## config.mk

```make
export PLATFORM = sky130hd
export DESIGN_NAME = ctm_timer
export DESIGN_NICKNAME = d
export VERILOG_FILES = /design/src/rtl/ctm_pkg.sv /design/src/rtl/ctm_rst_sync.sv /design/src/rtl/ctm_counter.sv /design/src/rtl/ctm_match.sv /design/src/rtl/ctm_pin.sv /design/src/rtl/ctm_timer.sv
export SDC_FILE = /design/constraint.sdc
export NUM_CORES = 1
export LEC_CHECK = 0
export ABC_AREA = 1
export BUFFER_PORTS_ARGS = -buffer_cell sky130_fd_sc_hd__buf_2
export CAP_MARGIN = 20
export CORE_MARGIN = 2
export CORE_UTILIZATION = 30
export DETAILED_ROUTE_END_ITERATION = 10
export SLEW_MARGIN = 30
export SYNTH_ARGS = -nofsm -noshare
export SYNTH_HDL_FRONTEND = slang
export SYNTH_HIERARCHICAL = 1
export SYNTH_SLANG_ARGS = --single-unit
```

## constraint.sdc

```tcl
create_clock -name clk_i -period 1.4 [get_ports clk_i]
set_input_delay 0 -clock clk_i [delete_from_list [all_inputs] [get_ports clk_i]]
set_output_delay 0 -clock clk_i [all_outputs]
set_load 0.01 [all_outputs]
```

## src/rtl/ctm_pkg.sv

```systemverilog
`timescale 1ns/1ps
package ctm_pkg;

  typedef enum logic [1:0] {
    MODE_CMP = 2'b00,
    MODE_RSV = 2'b01,
    MODE_PWM = 2'b10,
    MODE_TMR = 2'b11
  } ctm_mode_e;

  // compare-mode pin actions
  localparam logic [1:0] FN_KEEP   = 2'b00;
  localparam logic [1:0] FN_LOW    = 2'b01;
  localparam logic [1:0] FN_HIGH   = 2'b10;
  localparam logic [1:0] FN_TOGGLE = 2'b11;

  // PWM-mode pin actions
  localparam logic [1:0] FN_PWM_OFF = 2'b00;
  localparam logic [1:0] FN_PWM_ON  = 2'b01;
  localparam logic [1:0] FN_PWM_RUN = 2'b10;

endpackage

```

## src/rtl/ctm_rst_sync.sv

```systemverilog
`timescale 1ns/1ps
module ctm_rst_sync #(
  parameter int STAGES = 2
) (
  input  logic clk_i,
  input  logic rst_ni,
  output logic rst_no
);

  logic [STAGES-1:0] sync_q;
  logic [STAGES-1:0] sync_d;

  generate
    if (STAGES > 1) begin : g_chain
      always_comb sync_d = {sync_q[STAGES-2:0], 1'b1};
    end else begin : g_single
      always_comb sync_d = 1'b1;
    end
  endgenerate

  always_ff @(posedge clk_i or negedge rst_ni) begin
    if (!rst_ni) sync_q <= '0;
    else         sync_q <= sync_d;
  end

  assign rst_no = sync_q[STAGES-1];

endmodule

```

## src/rtl/ctm_counter.sv

```systemverilog
`timescale 1ns/1ps
module ctm_counter #(
  parameter int CNT_W = 10
) (
  input  logic             clk_i,
  input  logic             rst_n,
  input  logic             run_i,
  input  logic             clr_i,
  output logic [CNT_W-1:0] cnt_o
);

  logic [CNT_W-1:0] cnt_q;
  logic [CNT_W-1:0] cnt_d;

  always_comb begin
    if (!run_i)     cnt_d = '0;
    else if (clr_i) cnt_d = '0;
    else            cnt_d = cnt_q + CNT_W'(1);
  end

  always_ff @(posedge clk_i or negedge rst_n) begin
    if (!rst_n) cnt_q <= '0;
    else        cnt_q <= cnt_d;
  end

  assign cnt_o = cnt_q;

endmodule

```

## src/rtl/ctm_match.sv

```systemverilog
`timescale 1ns/1ps
module ctm_match #(
  parameter int CNT_W = 10,
  parameter int PER_W = 3
) (
  input  logic             run_i,
  input  logic [CNT_W-1:0] cnt_i,
  input  logic [PER_W-1:0] per_i,
  input  logic [CNT_W-1:0] cmpa_i,
  output logic             p_hit_o,
  output logic             a_hit_o
);

  localparam int LOW_W = CNT_W - PER_W;

  logic [CNT_W-1:0] cnt_inc;
  logic             low_zero;
  logic             top_eq;

  // P matches on the last count of the period: the next value would
  // carry the period code in its top bits with zero below.
  assign cnt_inc = cnt_i + CNT_W'(1);
  assign top_eq  = (cnt_inc[CNT_W-1 -: PER_W] == per_i);

  generate
    if (LOW_W > 0) begin : g_low
      assign low_zero = (cnt_inc[LOW_W-1:0] == '0);
    end else begin : g_nolow
      assign low_zero = 1'b1;
    end
  endgenerate

  assign p_hit_o = run_i && top_eq && low_zero;
  assign a_hit_o = run_i && (cnt_i == cmpa_i);

endmodule

```

## src/rtl/ctm_pin.sv

```systemverilog
`timescale 1ns/1ps
module ctm_pin
  import ctm_pkg::*;
#(
  parameter int CNT_W = 10
) (
  input  logic             clk_i,
  input  logic             rst_n,
  input  logic             run_i,
  input  logic             rise_i,
  input  logic [1:0]       mode_i,
  input  logic [1:0]       pinfn_i,
  input  logic             init_lvl_i,
  input  logic             pol_i,
  input  logic             a_hit_i,
  input  logic [CNT_W-1:0] cnt_i,
  input  logic [CNT_W-1:0] cmpa_i,
  output logic             pin_o
);

  logic      lvl_q;
  logic      lvl_d;
  logic      lvl_en;
  logic      pwm_run;
  logic      pwm_act;
  ctm_mode_e mode;

  assign mode = ctm_mode_e'(mode_i);

  always_comb begin
    lvl_en = 1'b0;
    lvl_d  = lvl_q;
    if (rise_i) begin
      lvl_en = 1'b1;
      lvl_d  = init_lvl_i;
    end else if (run_i) begin
      unique case (mode)
        MODE_CMP: begin
          if (a_hit_i) begin
            unique case (pinfn_i)
              FN_LOW:    begin lvl_en = 1'b1; lvl_d = 1'b0;   end
              FN_HIGH:   begin lvl_en = 1'b1; lvl_d = 1'b1;   end
              FN_TOGGLE: begin lvl_en = 1'b1; lvl_d = ~lvl_q; end
              default:   ;
            endcase
          end
        end
        MODE_PWM: begin
          unique case (pinfn_i)
            FN_PWM_OFF: begin lvl_en = 1'b1; lvl_d = 1'b0; end
            FN_PWM_ON:  begin lvl_en = 1'b1; lvl_d = 1'b1; end
            default:    ;
          endcase
        end
        default: ;
      endcase
    end
  end

  always_ff @(posedge clk_i or negedge rst_n) begin
    if (!rst_n)      lvl_q <= 1'b0;
    else if (lvl_en) lvl_q <= lvl_d;
  end

  assign pwm_run = run_i && (mode == MODE_PWM) && (pinfn_i == FN_PWM_RUN);
  assign pwm_act = (cnt_i < cmpa_i);
  assign pin_o   = (pwm_run ? pwm_act : lvl_q) ^ pol_i;

endmodule

```

## src/rtl/ctm_timer.sv

```systemverilog
`timescale 1ns/1ps
module ctm_timer #(
  parameter int CNT_W       = 10,
  parameter int PER_W       = 3,
  parameter int SYNC_STAGES = 2
) (
  input  logic             clk_i,
  input  logic             rst_ni,
  input  logic             on_i,
  input  logic [1:0]       mode_i,
  input  logic [1:0]       pinfn_i,
  input  logic             init_lvl_i,
  input  logic             pol_i,
  input  logic             clr_sel_i,
  input  logic [PER_W-1:0] per_i,
  input  logic [CNT_W-1:0] cmpa_i,
  output logic             pin_o,
  output logic             p_flag_o,
  output logic             a_flag_o
);

  logic             rst_n;
  logic             on_q;
  logic             rise;
  logic             p_hit;
  logic             a_hit;
  logic             cnt_clr;
  logic [CNT_W-1:0] cnt_q;
  logic             p_flag_q;
  logic             a_flag_q;

  ctm_rst_sync #(.STAGES(SYNC_STAGES)) u_rst (
    .clk_i  (clk_i),
    .rst_ni (rst_ni),
    .rst_no (rst_n)
  );

  always_ff @(posedge clk_i or negedge rst_n) begin
    if (!rst_n) on_q <= 1'b0;
    else        on_q <= on_i;
  end

  assign rise    = on_i && !on_q;
  assign cnt_clr = clr_sel_i ? a_hit : p_hit;

  ctm_counter #(.CNT_W(CNT_W)) u_cnt (
    .clk_i (clk_i),
    .rst_n (rst_n),
    .run_i (on_i),
    .clr_i (cnt_clr),
    .cnt_o (cnt_q)
  );

  ctm_match #(.CNT_W(CNT_W), .PER_W(PER_W)) u_match (
    .run_i   (on_i),
    .cnt_i   (cnt_q),
    .per_i   (per_i),
    .cmpa_i  (cmpa_i),
    .p_hit_o (p_hit),
    .a_hit_o (a_hit)
  );

  ctm_pin #(.CNT_W(CNT_W)) u_pin (
    .clk_i      (clk_i),
    .rst_n      (rst_n),
    .run_i      (on_i),
    .rise_i     (rise),
    .mode_i     (mode_i),
    .pinfn_i    (pinfn_i),
    .init_lvl_i (init_lvl_i),
    .pol_i      (pol_i),
    .a_hit_i    (a_hit),
    .cnt_i      (cnt_q),
    .cmpa_i     (cmpa_i),
    .pin_o      (pin_o)
  );

  always_ff @(posedge clk_i or negedge rst_n) begin
    if (!rst_n) begin
      p_flag_q <= 1'b0;
      a_flag_q <= 1'b0;
    end else begin
      p_flag_q <= p_hit;
      a_flag_q <= a_hit;
    end
  end

  assign p_flag_o = p_flag_q;
  assign a_flag_o = a_flag_q;

endmodule

```

# --- Yosys cells after proc, flatten, opt, wreduce, memory -nomap -nowiden ---
# Cells that the tools add are included.
totals:
  register_bits: 16
classes:
  eq_ne: 9
  addsub: 1
  reduce_logical: 15
  n_lt_le_gt_ge: 1
  bitwise: 2
  muxes: 16
ops:
  columns: ["cell", "count"]
  rows:
  - ["10-bit 2-to-1 mux", 2]
  - ["10-bit by 1-bit adder with 10-bit output (second input constant)", 1]
  - ["10-bit == test", 1]
  - ["10-bit less-than comparator", 1]
  - ["1-bit 2-to-1 mux", 10]
  - ["7-bit logical NOT", 1]
  - ["2-bit == test (second input constant)", 3]
  - ["1-bit logical AND", 6]
  - ["1-bit case mux with 2 select lines", 3]
  - ["6-bit AND reduction", 1]
  - ["5-bit by 2-bit != test with 1-bit output (second input constant)", 1]
  - ["2-bit logical NOT", 2]
  - ["4-bit != test (second input constant)", 1]
  - ["3-bit == test", 1]
  - ["3-bit != test (second input constant)", 1]
  - ["1-bit case mux with 3 select lines", 1]
  - ["3-bit nonzero test", 1]
  - ["3-bit OR reduction", 1]
  - ["2-bit by 1-bit == test with 1-bit output (second input constant)", 1]
  - ["2-bit nonzero test", 1]
  - ["2-bit OR reduction", 1]
  - ["1-bit logical NOT", 1]
  - ["1-bit inverter", 1]
  - ["1-bit bitwise XOR", 1]

# --- Longest topological paths before layout ---
# Gate-level depths: netlist of run 1.
logic_depth:
  ltp_word: 8
  depth_mapped: 14
  mapped_depth_nobuf: 14

# --- By module ---
# Netlist of run 1, hierarchy kept.
by_module_without_submodules:
  columns: ["module", "area_per_inst_um2", "seq_area_each_um2", "cells_each", "n_inst"]
  rows:
  - ["ctm_counter", 485.5, 250.2, 60, 1]
  - ["ctm_pin", 400.4, 25.0, 73, 1]
  - ["ctm_match", 341.6, 0.0, 72, 1]
  - ["ctm_timer", 97.6, 75.1, 9, 1]
  - ["ctm_rst_sync", 53.8, 50.0, 3, 1]

# --- Least setup slack after synthesis of run 1 ---
# Ideal clock, no wire load.
synth_path:
  path_kind: "flip-flop to flip-flop"
  start: "register u_cnt.cnt_q[7] (netlist: u_cnt/cnt_o[7])"
  end: "register u_cnt.cnt_q[4] (netlist: u_cnt/cnt_o[4])"
  slack_ns: -0.160
  path_stages_with_launch: 14
  setup_time_ns: 0.065
  t_required_ns: 1.335
  arrival_time_ns: 1.495
  path_cell_list: "dfrtp_1 > nand2_2 > nor2_2 > nand2_1 > nand2_1 > nand2_1 > nand2_1 > nor2_2 > nand2_1 > nand2_1 > nor2_4 > inv_1 > a21oi_1 > o21a_1"
synth_via:
  elab_chain_cells: 7
synth_rtl:
  columns: ["element", "line", "source"]
  rows:
  - ["start: declaration", "ctm_counter.sv:12", "logic [CNT_W-1:0] cnt_q;"]
  - ["start signal: assignment", "ctm_counter.sv:23", "else cnt_q <= cnt_d;"]
  - ["10-bit by 1-bit adder with 10-bit output", "ctm_match.sv:22", "assign cnt_inc = cnt_i + CNT_W'(1);"]
  - ["3-bit == test", "ctm_match.sv:23", "assign top_eq = (cnt_inc[CNT_W-1 -: PER_W] == per_i);"]
  - ["1-bit logical AND (2 in a row)", "ctm_match.sv:33", "assign p_hit_o = run_i && top_eq && low_zero;"]
  - ["net p_hit", "ctm_timer.sv:25", "logic p_hit;"]
  - ["1-bit 2-to-1 mux", "ctm_timer.sv:44", "assign cnt_clr = clr_sel_i ? a_hit : p_hit;"]
  - ["net cnt_clr", "ctm_timer.sv:27", "logic cnt_clr;"]
  - ["10-bit 2-to-1 mux", "ctm_counter.sv:17", "else if (clr_i) cnt_d = '0;"]
  - ["10-bit 2-to-1 mux", "ctm_counter.sv:16", "if (!run_i) cnt_d = '0;"]
  - ["net u_cnt.cnt_d[4]", "ctm_counter.sv:13", "logic [CNT_W-1:0] cnt_d;"]
# The timed path passes the listed nets, and every way through them passes these cells.
# A chain may end at the register's enable or synchronous reset.

# --- Final worst setup path of run 1 ---
layout_path:
  start: "register u_cnt.cnt_q[7] (netlist: u_cnt/cnt_o[7])"
  end: "output pin_o"
layout_via:
  elab_chain_cells: 3
layout_rtl:
  columns: ["element", "line", "source"]
  rows:
  - ["10-bit less-than comparator", "ctm_pin.sv:66", "assign pwm_act = (cnt_i < cmpa_i);"]
  - ["1-bit 2-to-1 mux", "ctm_pin.sv:67", "assign pin_o = (pwm_run ? pwm_act : lvl_q) ^ pol_i;"]
  - ["1-bit bitwise XOR", "ctm_pin.sv:67", null]
  - ["end: declaration", "ctm_timer.sv:17", "output logic pin_o,"]
# Every way passes these cells.

==> results of run 1 <==
[power by group]
part / total (W) / leakage (nW) / switching (W) / internal, W
Combinational: 0.000234 / 0.752 / 0.000122 / 0.000112
Sequential: 0.000500 / 0.199 / 0.0000207 / 0.000479
Clock: 0.000402 / 0.0288 / 0.000153 / 0.000249
Total: 0.00114 / 0.981 / 0.000296 / 0.000840
[logic make-up after synthesis]
logic type	share of synthesized area, %
adders and majority gates	9.07
xor gates and xnor gates	3.81
and+or+nand+nor	38.9
buffers and inverters	12.5
DFF	29.0
other	0.272
AOI/OAI and AO/OA	6.35
[placed cells by master, fill, tap and decap left out, drive strengths merged, types with 2 or more instances in the layout]
cell          n
nand4         2
clkinv        2
a21oi        11
nor2         34
dfrtp        16
nand2        68
inv          44
o21ai         5
ha           10
buf          41
clkbuf        4
nor3          2
dlygate4sd3   2
xnor2         6
nand3        14
[per-stage QoR]
stage	total power, W	std cells	setup TNS, ns	hold WS (ns)
3_5_place_dp	0.000717	306	-1.82	-0.212
5_1_grt	0.00120	316	-3.72	0.0731
4_1_cts	0.00114	316	-2.17	0.0517
2_1_floorplan	0.000626	217	-0.0895	-0.296
3_3_place_gp	0.000714	306	-1.42	-0.213
6_report	0.00114	316	-1.95	0.0586
[metal layers]
metal	wire, um	GRT usage, %
met1	1490	16.1
met2	1500	21.8
met3	136	1.97
met4	45	5.45
met5	0	0
[worst max-delay path, stage by stage, from the launching register on]
cell	delay, ns
dfrtp_2	0.47
ha_4	0.30
nand2_2	0.04
nor2_2	0.12
nand3_1	0.09
nand3_1	0.11
nand2_1	0.06
nand2_1	0.05
nand2_1	0.04
buf_2	0.13
[cell usage after synthesis, drive strengths merged (2+ instances only)]
| cell | n | area, um2 |
|---|---|---|
| nand3 | 14 | 70.1 |
| inv | 44 | 165 |
| xnor2 | 6 | 52.6 |
| nor3 | 2 | 15.0 |
| nand2 | 68 | 268 |
| a21oi | 11 | 55.1 |
| nand4 | 2 | 12.5 |
| ha | 10 | 125 |
| o21ai | 5 | 25.0 |
| nor2 | 34 | 165 |
| dfrtp | 16 | 400 |
| clkinv | 2 | 7.51 |
[layout make-up]
cell class                 count  area share (%)
multi-input combinational    155            47.7
sequential                    16            22.0
timing repair buffer          43            14.6
inverter                      46            9.31
tap                           52            3.48
clock buffer                   4            2.95
[sequential cells by signal, summed over array words and instances (netlist names)]
name	cells
a_flag_o	1
on_q	1
p_flag_o	1
u_cnt/cnt_o	10
u_pin/lvl_q	1
u_rst/sync_q	2
[what timing repair did]
item / CTS / global route
buffers inserted: 4 / 0
setup endpoints to repair: 12 / 12
pin swaps: 7 / 2
hold buffers: 2 / 0
endpoints found under the hold margin: 3 / 0
resized for setup: 17 / 3
cloned: 0 / 0
[worst min path at each step]
| stage | cells past startpoint | start | to |
|---|---|---|---|
| final | 2 | rst_ni | u_rst/sync_q[0] |
| after floorplan | 0 | rst_ni | u_rst/sync_q[0] |
| after CTS | 2 | rst_ni | u_rst/sync_q[0] |
| after detailed placement | 1 | rst_ni | u_rst/sync_q[0] |
| after global placement | 1 | rst_ni | u_rst/sync_q[0] |
| after global routing | 2 | rst_ni | u_rst/sync_q[0] |
==> metrics.md, run 1 <==
| Metric | Value |
|---|---|
| Outcome | `finished, violations left` |
| Violated checks | `negative setup slack` |
| Worst setup margin | `-0.260 ns` |
| Crit path kind | `flip-flop to output port` |
| DP HPWL | `2430 um` |
| Reg clk slew, reported paths | `0.06 ns` |
| Count of final max-slew check failures | `0` |
| RSZ-0062 raised after global routing | `yes` |
| Post-synth cell types | `20` |
| Worst setup path startpoint | `u_cnt/cnt_o[7]` |
| Root buffer cell | `clkbuf_8` |
| Path type of the worst min-delay path | `input port to async pin` |
| Multi-input gate area | `891 um2` |
| Post-synthesis cell count | `217` |
| Io pins | `26` |
| Starting density of the core | `31.4%` |
| Count of state elements after synthesis | `16` |
| Detail Route Antenna Nets | `0` |
| Final-layout fill cell count | `475` |
| Number of cell rows | `24` |
| Flop2flop setup slack | `-0.21 ns` |
| DR WL/cell | `10.0 um` |
| Die Wd | `71.8 um` |
| Tightest slew margin relative to the limit | `61.8%` |
| P_leak | `0.981 nW` |
| Total CTS buffers | `3` |
| Worst EP arrival | `1.66 ns` |
| Global Route Usage Sum | `12.8%` |
| Startpoint Class | `flip-flop` |
| Final std cell area, no fill | `1870 um2` |
| Post-Syn Area | `1380 um2` |
| FFs w/ async S/R, synth | `100%` |
| DP Worst Slack | `-0.264 ns` |
| Placement Cell Area | `1670 um2` |
| Layout cells sized above 1 | `32.2%` |
| Grt ovf | `0` |
| Initial antenna violation count | `0` |
| Worst reg2reg startpoint | `u_cnt/cnt_o[6]` |
| Tcrit/Tclk final | `119%` |
| VDD IR-drop max | `0.492 mV` |
| Diode count | `0` |
| Setup crit end | `pin_o` |
| Die height | `71.8 um` |
| # clock sinks | `16` |
| Final Setup Violations | `12` |
| Die area | `5150 um2` |
| Fin. Hold Viols | `0` |
| Cells on worst reg2reg path | `11` |
| F_max | `0.602 GHz` |
| Register area | `410 um2` |
| Port Buffers | `25` |
| Reg-to-reg endpoint | `u_cnt/cnt_o[4]` |
| Layout Nets | `298` |
| # H-tree levels | `1` |
| Seq/Total Area, Yosys | `29.0%` |
| Tightest Pin Transition | `0.573 ns` |
| Worst-Skew Late Latency | `0.25 ns` |
| GPL Wtd Cong | `0.794` |
| Core area | `4380 um2` |
| Syn_nets | `250` |
| WP data required | `1.40 ns` |
| Crit Path Max Fanout | `6` |
| First-pass GRT wire length | `5220 um` |
| Final setup skew | `0.00186 ns` |
| Min Clock Period, post-route | `1.66 ns` |
| Wirelength, routed | `3170 um` |
| Yosys warning count | `6` |
| PD cells | `608 nW/um2` |
| Post-synth top flop | `dfrtp_1` |
| Vias post-DR | `1401` |
| Clock tree buffer depth | `2` |
| Area delta synth->final | `35.5%` |
| Largest net degree at the start of global routing | `15` |
| MaxCap Viol Count | `0` |
| Initial drt markers | `58` |
| TritonCTS clock tree | `built` |
| Synthesized area per cell | `6.35 um2` |
| Vias in the first global route | `1273` |
| Final core occ | `42.6%` |
| Post-synth EDFFs | `0` |
| Routed vias/inst | `4.43` |
| Drt drc | `0` |
| CP endpoint kind | `output port` |
| First-pass DRT Iterations | `4` |
(Power assumes the default switching activity.)
==> run 2, diff against run 1 <==
--- a/config.mk
+++ b/config.mk
@@ -11,6 +11,7 @@
 export CORE_MARGIN = 2
 export CORE_UTILIZATION = 30
 export DETAILED_ROUTE_END_ITERATION = 10
+export PLACE_DENSITY = 0.45
 export SLEW_MARGIN = 30
 export SYNTH_ARGS = -nofsm -noshare
 export SYNTH_HDL_FRONTEND = slang
==> run 2 against run 1 <==
Critical endpoint unchanged; cell count up 2.5%; hold slack worse by 0.044 ns; via count down 1.7%; non-clock buffer count up 8; first-iteration DRC count down 21%; clock power about the same; final area up 5.8%; the flow still finishes with violations (negative setup slack); worst setup slack worse by 0.0027 ns; critical path depth up 2.
==> metrics.md, run 2 (synthesized netlist as in run 1, its figures left out) <==
| Metric | Value |
|---|---|
| Detail Route Antenna Nets | `0 (unchanged)` |
| GPL Wtd Cong | `0.827 (+4.2%)` |
| Wirelength, routed | `3260 um (+2.9%)` |
| # clock sinks | `16 (unchanged)` |
| Startpoint Class | `flip-flop` |
| Violated checks | `negative setup slack` |
| RSZ-0062 raised after global routing | `yes` |
| Drt drc | `0 (unchanged)` |
| Crit-path cells | `ha_1, nand2_1, inv_1, nand2_1, nand2_1, nand2_1, nand3_2, nand2_1, nand2_1, nand2_1, buf_2` |
| Crit path kind | `flip-flop to output port` |
| Vias in the first global route | `1341 (+5.3%)` |
| CP most frequent cell | `nand2_1` |
| TritonCTS clock tree | `built` |
| PD cells | `576 nW/um2 (-5.3%)` |
| Starting density of the core | `31.4% (unchanged)` |
| Port Buffers | `25 (unchanged)` |
| Commonest non-fill, non-tap cells in the layout | `nand2_1 (56), inv_1 (42), buf_2 (25)` |
| Layout Nets | `306 (+2.7%)` |
| Reg clk slew, reported paths | `0.06 ns (about the same)` |
| Sequential power share | `43.3% (-0.7 points)` |
| DR WL/cell | `10.1 um (+0.40%)` |
| Core area | `4380 um2 (unchanged)` |
| Area delta synth->final | `43.4%` |
| Total CTS buffers | `3 (unchanged)` |
| Max FFs per register | `10 (unchanged)` |
| Slowest cell on the critical path | `dfrtp_2` |
| Count of final max-slew check failures | `0 (unchanged)` |
| Clock tree buffer depth | `2 (unchanged)` |
| First-pass DRT Iterations | `4 (unchanged)` |
| Die area | `5150 um2 (unchanged)` |
| Slowest stage delay, CP | `0.45 ns (-0.02 ns)` |
| DP HPWL | `2510 um (+3.7%)` |
| DP Worst Slack | `-0.277 ns (-0.0130 ns)` |
| Grt ovf | `0 (unchanged)` |
| Number of cell rows | `24 (unchanged)` |
| Global Route Usage Sum | `13.9% (+1.0 points)` |
| P_leak | `1.03 nW (+5.0%)` |
| Worst setup margin | `-0.263 ns (-0.00270 ns)` |
| Worst EP arrival | `1.66 ns (about the same)` |
| Final Total Pwr | `0.00114 W (+0.20%)` |
| Initial drt markers | `46 (-21%)` |
| First-pass GRT wire length | `5680 um (+8.7%)` |
| Vias post-DR | `1377 (-1.7%)` |
| WP data required | `1.40 ns (about the same)` |
| Routed vias/inst | `4.25 (-4.1%)` |
| F_max | `0.601 GHz (-0.16%)` |
| Int Power | `0.000841 W (about the same)` |
| Commonest non-fill, non-tap cell in the layout | `nand2_1` |
| P_sw | `0.000298 W (+0.64%)` |
| Root buffer cell | `clkbuf_8` |
| Path type of the worst min-delay path | `input port to flip-flop` |
| Crit Path Max Fanout | `5 (-1)` |
| Final-layout fill cell count | `471 (-0.84%)` |
| Clock Power Share | `35.2% (-0.2 points)` |
| Die height | `71.8 um (unchanged)` |
| Initial antenna violation count | `0 (unchanged)` |
| Io pins | `26 (unchanged)` |
| Min Clock Period, post-route | `1.66 ns (+0.00270 ns)` |
| Final setup skew | `0.00268 ns (+0.000819 ns)` |
| Final Setup Violations | `12 (unchanged)` |
| Diode count | `0 (unchanged)` |
| Tcrit/Tclk final | `119% (+0.19 points)` |
| MaxCap Viol Count | `0 (unchanged)` |
| Outcome | `finished, violations left` |
| Layout cells sized above 1 | `37.5% (+5.3 points)` |
| CP endpoint kind | `output port` |
| # H-tree levels | `1 (unchanged)` |
| VDD IR-drop max | `0.468 mV (-4.8%)` |
| Fin. Hold Viols | `0 (unchanged)` |
| Largest net degree at the start of global routing | `15 (unchanged)` |
| Die Wd | `71.8 um (unchanged)` |
| Worst-Skew Late Latency | `0.24 ns (about the same)` |
| Sw Ratio | `26.2% (+0.11 points)` |
| Combinational power share | `21.5% (+0.9 points)` |
-- run 2: cell count changes in the layout (fill, tap and decap cells not counted) --
cell / before / now
nand3_1: 13 / 10
o21ai_0: 3 / 1
nor2_1: 24 / 22
o21ai_2: 0 / 1
nor2_4: 3 / 6
nand2_2: 10 / 12
buf_6: 2 / 4
nand2_1: 58 / 56
nor2_2: 7 / 6
nand3_2: 1 / 4
o21ai_1: 2 / 3
dlygate4sd3_1: 2 / 1
buf_4: 14 / 21
-- run 2: cell type report --
class | instances | area [um2] | area share (%)
Timing Repair Buffer | 51 | 338 | 17.1
Inverter | 46 | 174 | 8.80
Sequential cell | 16 | 410 | 20.8
Clock buffer | 4 | 55.1 | 2.78
Multi-Input combinational cell | 155 | 935 | 47.3
Tap cell | 52 | 65.1 | 3.29
-- run 2: per-stage QoR --
step	util, %	std cells	instance area (um2)	TNS (ns)	hold WS, ns
2_1_floorplan	-	217	1390	-0.0895	-0.296
3_3_place_gp	38.8	310	1700	-2.04	-0.214
5_1_grt	45.1	324	1980	-3.96	0.0115
3_5_place_dp	38.8	310	1700	-2.21	-0.212
4_1_cts	43.9	324	1920	-2.33	0.0128
6_report	45.1	324	1980	-2.01	0.0146
-- run 2: power groups by stage --
| stage | clock network [W] | registers, W | logic, W |
|---|---|---|---|
| 2_1_floorplan | 0 | 0.000506 | 0.000121 |
| 3_3_place_gp | 0 | 0.000502 | 0.000226 |
| 3_5_place_dp | 0 | 0.000501 | 0.000225 |
| 4_1_cts | 0.000414 | 0.000493 | 0.000240 |
| 5_1_grt | 0.000439 | 0.000495 | 0.000289 |
| 6_report | 0.000400 | 0.000493 | 0.000245 |
-- run 2: per-layer routing --
metal	GRT usage, %	vias up	part of all wire, %
li1	-	766	-
met1	19.0	594	51
met2	23.1	15	45
met3	1.55	2	3.2
met4	3.98	0	0.71
met5	0	-	0
-- run 2: worst paths after layout --
kind | from | endpoint | slack (ns) | cells after the start
worst max-delay path | u_cnt/cnt_o[5] | pin_o | -0.26 | 11
worst min-delay path | on_i | on_q | 0.01 | 2
worst max register to register | u_cnt/cnt_o[7] | u_cnt/cnt_o[4] | -0.25 | 11
worst min register to register | u_rst/sync_q[1] | u_cnt/cnt_o[5] | 0.17 | 1
max in group asynchronous | u_rst/sync_q[1] | u_cnt/cnt_o[8] | 1.05 | 1
min in group asynchronous | rst_ni | u_rst/sync_q[0] | 0.07 | 2
-- run 2: repair_timing --
action                     CTS  global route
setup endpoints to repair   12            13
hold endpoints to repair     2             0
buffers inserted             9             2
gates resized for setup     23            12
pin swaps                   18             8
hold buffers                 1             0
-- run 2: critical path, delay by kind of cell, from the launching register on --
family	cells	cell delay, ns
adder cells (fa/ha/maj)	1	0.30
buffers and inverters	2	0.16
AND/OR/NAND/NOR	8	0.51
flip-flops	1	0.45
